$ cat src/rtl/gte_regxfer.sv
module gte_regxfer (
  input  logic        clk,
  input  logic        rst_n,
  input  logic        wr_en,
  input  logic        wr_ctrl,
  input  logic [4:0]  wr_idx,
  input  logic [31:0] wr_data,
  input  logic        rd_ctrl,
  input  logic [4:0]  rd_idx,
  output logic [31:0] rd_data,
  output logic [15:0] proj_h
);

  localparam int NREG = 32;

  logic [31:0] dreg [NREG];
  logic [31:0] creg [NREG];

  function automatic logic [4:0] clamp5(input logic [15:0] v);
    logic signed [15:0] s;
    s = $signed(v) >>> 7;
    if (s < 0) return 5'd0;
    else if (s > 16'sd31) return 5'd31;
    else return s[4:0];
  endfunction

  always_ff @(posedge clk or negedge rst_n) begin
    if (!rst_n) begin
      for (int i = 0; i < NREG; i++) begin
        dreg[i] <= '0;
        creg[i] <= '0;
      end
    end else if (wr_en) begin
      if (wr_ctrl) begin
        creg[wr_idx] <= wr_data;
      end else begin
        case (wr_idx)
          5'd15: begin
            dreg[12] <= dreg[13];
            dreg[13] <= dreg[14];
            dreg[14] <= wr_data;
          end
          5'd28: begin
            dreg[28] <= wr_data;
            dreg[9]  <= {20'd0, wr_data[4:0], 7'd0};
            dreg[10] <= {20'd0, wr_data[9:5], 7'd0};
            dreg[11] <= {20'd0, wr_data[14:10], 7'd0};
          end
          5'd30: ;
          default: dreg[wr_idx] <= wr_data;
        endcase
      end
    end
  end

  logic [31:0] dsel, csel;
  assign dsel = dreg[rd_idx];
  assign csel = creg[rd_idx];
  assign proj_h = creg[26][15:0];

  always_comb begin
    if (rd_ctrl) begin
      if (rd_idx == 5'd26) rd_data = {{16{csel[15]}}, csel[15:0]};
      else rd_data = csel;
    end else begin
      case (rd_idx)
        5'd1, 5'd3, 5'd9, 5'd10, 5'd11: rd_data = {{16{dsel[15]}}, dsel[15:0]};
        5'd7, 5'd17, 5'd18, 5'd19:      rd_data = {16'd0, dsel[15:0]};
        5'd15:                          rd_data = dreg[14];
        5'd28, 5'd29:                   rd_data = {17'd0, clamp5(dreg[11][15:0]),
                                                   clamp5(dreg[10][15:0]), clamp5(dreg[9][15:0])};
        default:                        rd_data = dsel;
      endcase
    end
  end

  logic rd_sext, rd_zext, rd_pack, wr_push, wr_col, wr_skip;
  assign rd_sext = !rd_ctrl && (rd_idx == 5'd1 || rd_idx == 5'd3 || rd_idx == 5'd9 ||
                                rd_idx == 5'd10 || rd_idx == 5'd11);
  assign rd_zext = !rd_ctrl && (rd_idx == 5'd7 || rd_idx == 5'd17 || rd_idx == 5'd18 ||
                                rd_idx == 5'd19);
  assign rd_pack = !rd_ctrl && (rd_idx == 5'd28 || rd_idx == 5'd29);
  assign wr_push = wr_en && !wr_ctrl && wr_idx == 5'd15;
  assign wr_col  = wr_en && !wr_ctrl && wr_idx == 5'd28;
  assign wr_skip = wr_en && !wr_ctrl && wr_idx == 5'd30;

  a_r1_sign_widen: assert property (@(posedge clk) disable iff (!rst_n)
    rd_sext |-> rd_data[31:16] == {16{rd_data[15]}});

  a_r2_zero_widen: assert property (@(posedge clk) disable iff (!rst_n)
    rd_zext |-> rd_data[31:16] == 16'd0);

  a_r7_pack_upper_clear: assert property (@(posedge clk) disable iff (!rst_n)
    rd_pack |-> rd_data[31:15] == 17'd0);

  a_r5_fifo_shift: assert property (@(posedge clk) disable iff (!rst_n)
    wr_push |=> dreg[13] == $past(dreg[14]) && dreg[12] == $past(dreg[13])
                && dreg[14] == $past(wr_data));

  a_r6_colour_unpack: assert property (@(posedge clk) disable iff (!rst_n)
    wr_col |=> dreg[10][11:7] == $past(wr_data[9:5]) && dreg[9][31:12] == 20'd0
               && dreg[11][6:0] == 7'd0);

  a_r8_index30_inert: assert property (@(posedge clk) disable iff (!rst_n)
    wr_skip |=> $stable(dreg[30]));

  a_r9_h_readback: assert property (@(posedge clk) disable iff (!rst_n)
    (rd_ctrl && rd_idx == 5'd26) |-> rd_data[15:0] == proj_h
                                     && rd_data[31:16] == {16{proj_h[15]}});

endmodule

$ cat config.mk
export PLATFORM = sky130hd
export DESIGN_NAME = gte_regxfer
export DESIGN_NICKNAME = d
export VERILOG_FILES = /design/src/rtl/gte_regxfer.sv
export SDC_FILE = /design/constraint.sdc
export NUM_CORES = 2
export LEC_CHECK = 0
export ABC_AREA = 1
export BUFFER_PORTS_ARGS = -buffer_cell sky130_fd_sc_hd__clkbuf_2
export CAP_MARGIN = 20
export CORE_MARGIN = 10
export CORE_UTILIZATION = 45
export DETAILED_ROUTE_END_ITERATION = 12
export PLACE_DENSITY = 0.67
export SYNTH_ARGS = -nofsm -noshare
export SYNTH_HDL_FRONTEND = slang
export SYNTH_SLANG_ARGS = --single-unit
$ cat constraint.sdc
create_clock -name clk -period 1.7 [get_ports clk]
set_clock_uncertainty 0.2 [all_clocks]
set_input_delay 0.085 -clock clk [delete_from_list [all_inputs] [get_ports clk]]
set_output_delay 0.085 -clock clk [all_outputs]
set_load 0.005 [all_outputs]
After elaboration in Yosys (flattened, before gate mapping)
Index checks and enable logic that the tools add are counted.

Register bits: 2048. Input bits: 47. Output and inout port bits: 48. Logic and storage cells: 128.

$lt $le $gt $ge: 9. Equality and inequality tests: 16. Mux-type cells: 22. Bitwise logic cells: 6. Reduce and logical (&&, ||, !) cells: 11.

Operator list (number): bitwise mux 1024 bit (2); case mux 96 bit (2 select lines) (2); binary-select mux 32 bit (select 5 bit) (2); two-way mux 32 bit (7); demux 32 bit (select 5 bit) (1); case mux 32 bit (4 select lines) (1); case mux 32 bit (2 select lines) (1); == test 5 bit, second input constant (8); two-way mux 5 bit (6); > comparator 9 x 6 -> 1 bit, second input constant (3); less-than comparator 9 x 1 -> 1 bit, second input constant (3); == test 5 x 4 -> 1 bit, second input constant (5); >= comparator 6 bit, second input constant (2); inverter 5 -> 6 bit (2); AND reduction 3 bit (3); less-than comparator 6 x 1 -> 1 bit, second input constant (1); OR reduction 2 bit (3); == test 5 x 1 -> 1 bit, second input constant (1); == test 5 x 2 -> 1 bit, second input constant (1); == test 5 x 3 -> 1 bit, second input constant (1); OR reduction 5 bit (1); inverter 1 bit (4); OR reduction 4 bit (1); OR reduction 3 bit (1); other kinds (2) (2).

Depth between registers and ports, before layout
Word-level depth: 7. Depth in mapped cells: 16. Mapped depth without buffers: 13.

Worst setup path before layout
Ideal clock, no wire load.

Kind: input-to-output. From: input rd_idx[1]. To: output rd_data[13]. Data arrival time: 1.592 ns. Setup slack: -0.177 ns. Stages on the path: 11. Path buffers: 4. Path through: buf_4 > nor2_1 > buf_2 > buf_4 > clkbuf_1 > a22oi_1 > nand2_1 > nand2_1 > nand4_1 > nand3_1 > nand2_1.

Longest elaborated chain between the ends: 6.

Ends and longest elaborated chain: from (decl) (line 9) `input logic [4:0] rd_idx,`; inverter 5 -> 6 bit (implied by the code) (line 57, 58); binary-select mux 32 bit (select 5 bit), on equally long branches (line 57, 58); two-way mux 32 bit, on equally long branches (2 in series) (line 57, 58); case mux 32 bit (4 select lines) or two-way mux 32 bit (tied branches) (line 66, 63); two-way mux 32 bit * (line 62) `if (rd_ctrl) begin`; to (decl) (line 10) `output logic [31:0] rd_data,`.

Mark *: on every way between the ends. The rest lies on a longest branch, timed or not. The select of a mux whose other input is x is not followed.

Final worst setup path
From: register dreg[559] (netlist name). To: output rd_data[21].

Longest elaborated chain between the ends: 5.

Ends and longest elaborated chain: from (decl) (line 16) `logic [31:0] dreg [NREG];`; from (signal, indexed assignment) (line 50) `default: dreg[wr_idx] <= wr_data;`; binary-select mux 32 bit (select 5 bit) (line 57) `assign dsel = dreg[rd_idx];`; two-way mux 32 bit (implied by the code) (2 in series) (line 57); case mux 32 bit (4 select lines) (line 66) `case (rd_idx)`; two-way mux 32 bit (line 62).

Every way passes these cells. The select of a mux whose other input is x is not followed.

==> results.toml <==
[global_route]
grt_pass1_vias = 80210
antenna_found_initial = 10
grt_start_max_net_pins = 97
global_route_wire_length_before_repair_mm = 486
global_router_s_overall_resource_usage_pct = 27.8
gr-total-overflow = 0

[drt]
drt-pass1-iter-count = 7
route.detailed.vias_per_inst = 5.72
num_vias = 82042
drtIter0Drc = 8858
drc = 0
route.antenna.remaining_nets = 0
route.final.wire_length_mm = 316
wire_length_per_cell_microns = 22.0

[synth]
synth-seq-area-share_pct = 56.2
post_synth_inst_count = 11247
synth.cell_area_sq_um = 91300
ys_seq_elements = 2048
synth.yosys.warnings = 0
async_flop_share_pct = 100
synth_enable_flop_cells = 0
synth.lib_cells_used.distinct = 30
postSynth.topFlopCell = "sky130_fd_sc_hd__dfrtp_1"
syn-num-nets = 11294
postSynthAreaPerCell_sq_um = 8.11

[placed_design]
minimum_setup_slack_after_placement_ns = -0.869
place.gp.congestion = 0.882
post-dp-hpwl_mm = 199
place.detailed.instances = 13855
port_bufs = 94

[die]
io-pin-count = 95
die_wd_microns = 470
core_region_area_sq_um = 202000
floorplan.initialDensity_pct = 45.2
die_h_microns = 470
die_area_sq_um = 221000
num_rows = 165

[clock_tree]
clkLatencyLatePin_ns = 0.87
h-tree-depth = 4
ctsRootBufferMaster = "sky130_fd_sc_hd__clkbuf_16"
clock_sinks = 2048
cts-root-to-sink-buffers = 3
clkSlewWorstSetupHoldPaths_ns = 0.06
cts_buffers = 205
tritoncts = "built"

[min_path]
worstHoldPathType = "input port to register"

[final_layout]
drive_gt1_share_pct = 14.4
multiInputGateArea_sq_um = 36600
regArea_sq_um = 51200
finalCoreUtilization_pct = 54.4
final_common_cell = "sky130_fd_sc_hd__nand2_1"
finish.net_count = 11549
layout.filler_cells = 18004
finish.cell_count_without_fillers = 14342
layout_common_cells = "sky130_fd_sc_hd__nand2_1, sky130_fd_sc_hd__dfrtp_1, sky130_fd_sc_hd__o21ai_0"
syn2layout_area_growth_pct = 20.4

[timing]
max_clock_freq_mhz = 337
hold_slack_ns = -0.132
finalHoldViolations = 59
slew_headroom_pct = 55.2
layout_worst_path_cycle_share_pct = 174
setup_repair_after_global_routing_missed_its_margin = "yes"
final-max-slew-violation-count = 0
postLayoutSetupSlackWorst_ns = -1.27
tightestPinTransition_ns = 0.672
finalSetupViolations = 1730
post-route-min-period_ns = 2.97

[outcome]
run_status = "finished with violations"
violated_checks = "negative hold slack, negative setup slack"

[power_and_ir_drop]
power.clock.fraction_pct = 37.3
p_seq_share_pct = 47.8
power_leakage_nw = 53.0
power_density_nw_per_um2 = 1110
sw_frac_of_total_pct = 27.8
vdd.ir_drop.worst_mv = 1.18
p_int_mw = 88.2
combPwrFrac_pct = 15.0
power.switching_mw = 34.0

[worst_setup_path]
cp.required_ns = 1.41
critPathMaxFanout = 8
startpoint_class_of_the_critical_path = "register"
criticalPathCategory = "register to primary output"
crit_path_end_kind = "primary output"
worstPathArrival_ns = 2.68

[job]
drv.max_cap_violation_count = 0
## final timing paths
check                                      startpoint               endpoint  slack (ns)  cells past startpoint
worst min-delay path                        wr_idx[4]  dreg[651]$_DFFE_PN0P_       -0.13                      9
worst max register to register  dreg[645]$_DFFE_PN0P_  dreg[645]$_DFFE_PN0P_        0.05                     11
min in group asynchronous                       rst_n  dreg[554]$_DFFE_PN0P_        0.80                      5
max in group asynchronous                       rst_n  dreg[817]$_DFFE_PN0P_       -0.29                      7
worst min register to register  dreg[529]$_DFFE_PN0P_  dreg[529]$_DFFE_PN0P_        0.18                      0
worst max-delay path            dreg[559]$_DFFE_PN0P_            rd_data[21]       -1.27                     14
## synthesized netlist by cell type, types with 5 or more instances
| master | instances | area (sq um) |
|---|---|---|
| sky130_fd_sc_hd__a21o_1 | 18 | 135 |
| sky130_fd_sc_hd__a21oi_1 | 180 | 901 |
| sky130_fd_sc_hd__a22oi_1 | 274 | 2060 |
| sky130_fd_sc_hd__buf_1 | 52 | 195 |
| sky130_fd_sc_hd__buf_2 | 219 | 1100 |
| sky130_fd_sc_hd__buf_4 | 19 | 143 |
| sky130_fd_sc_hd__clkbuf_1 | 694 | 2610 |
| sky130_fd_sc_hd__clkinv_1 | 6 | 22.5 |
| sky130_fd_sc_hd__dfrtp_1 | 2048 | 51200 |
| sky130_fd_sc_hd__inv_1 | 157 | 589 |
| sky130_fd_sc_hd__inv_2 | 12 | 45.0 |
| sky130_fd_sc_hd__mux2_1 | 5 | 56.3 |
| sky130_fd_sc_hd__mux2_2 | 46 | 518 |
| sky130_fd_sc_hd__nand2_1 | 4706 | 17700 |
| sky130_fd_sc_hd__nand2_2 | 12 | 75.1 |
| sky130_fd_sc_hd__nand3_1 | 175 | 876 |
| sky130_fd_sc_hd__nand4_1 | 137 | 857 |
| sky130_fd_sc_hd__nor2_1 | 350 | 1310 |
| sky130_fd_sc_hd__nor3_1 | 7 | 35.0 |
| sky130_fd_sc_hd__o21ai_0 | 1979 | 9900 |
| sky130_fd_sc_hd__o21ai_1 | 44 | 220 |
| sky130_fd_sc_hd__o22ai_1 | 96 | 601 |
## power groups by stage
stage	registers, mW	logic [mW]	clock network [mW]
after global placement	58.8	16.3	0
after global routing	59.0	20.4	48.0
final	58.4	18.3	45.6
after detailed placement	59.0	16.8	0
after CTS	58.3	18.0	46.0
after floorplan	58.2	9.40	0
## logic make-up (layout without fill, tap and decap cells)
logic type / count (synthesis) / count (layout) / synth area share (%)
AND/OR/NAND/NOR: 5395 / 5395 / 22.9
AO/OA/AOI/OAI: 2593 / 2593 / 15.2
flip-flops: 2048 / 2048 / 56.2
buffers and inverters: 1160 / 1578 / 5.16
multiplexers: 51 / 51 / 0.629
other: 0 / 5 / 0
## flip-flops by register name, summed over array words and instances, names as in the netlist
register and flops:
creg 1008, dreg 1024, proj_h 16
## timing repair
action | 4_1_cts | 5_1_grt
gates resized for setup | 265 | 171
setup buffers | 65 | 11
hold buffers | 75 | 10
pin swaps | 97 | 98
hold endpoints to repair | 4032 | 169
gates cloned | 1 | 2
endpoints found under the setup margin | 48 | 3194
## layer usage
layer	vias up	track usage [%]	part of all wire [%]
met4	2	13.0	4.9
met3	865	4.65	9.0
met1	39937	37.3	41
met2	4202	44.0	45
li1	37036	-	-
met5	-	0	0.0041
## cell type report
cell class                 count  area share [%]
clock buffer                 298            5.46
multi-input combinational   8039            33.3
clock inverter                72           0.643
sequential                  2048            46.6
tap                         2672            3.04
antenna                        5          0.0114
timing repair buffer        1033            10.3
inverter                     175           0.627
## critical path: stages, from the launching register on
cell and delay, ns:
sky130_fd_sc_hd__dfrtp_1 0.37, sky130_fd_sc_hd__inv_2 0.05, sky130_fd_sc_hd__o21ai_2 0.11, sky130_fd_sc_hd__nand2_1 0.07
sky130_fd_sc_hd__nand2_1 0.08, sky130_fd_sc_hd__nand2_1 0.05, sky130_fd_sc_hd__nand2_1 0.06, sky130_fd_sc_hd__inv_1 0.04
sky130_fd_sc_hd__nand2_2 0.10, sky130_fd_sc_hd__nand3_2 0.11, sky130_fd_sc_hd__nand2_4 0.16, sky130_fd_sc_hd__buf_12 0.19
sky130_fd_sc_hd__nor2_4 0.06, sky130_fd_sc_hd__nor2_4 0.20, sky130_fd_sc_hd__clkbuf_2 0.16
## per-stage QoR
stage / setup TNS, ns / power (mW) / cell area [sq um]
6_report: -264.94 / 122 / 110000
2_1_floorplan: -0.761 / 67.6 / 91500
4_1_cts: -301.63 / 122 / 110000
3_3_place_gp: -440.98 / 75.1 / 101000
5_1_grt: -397.01 / 127 / 110000
3_5_place_dp: -467.47 / 75.9 / 101000
(Power assumes the default switching activity.)
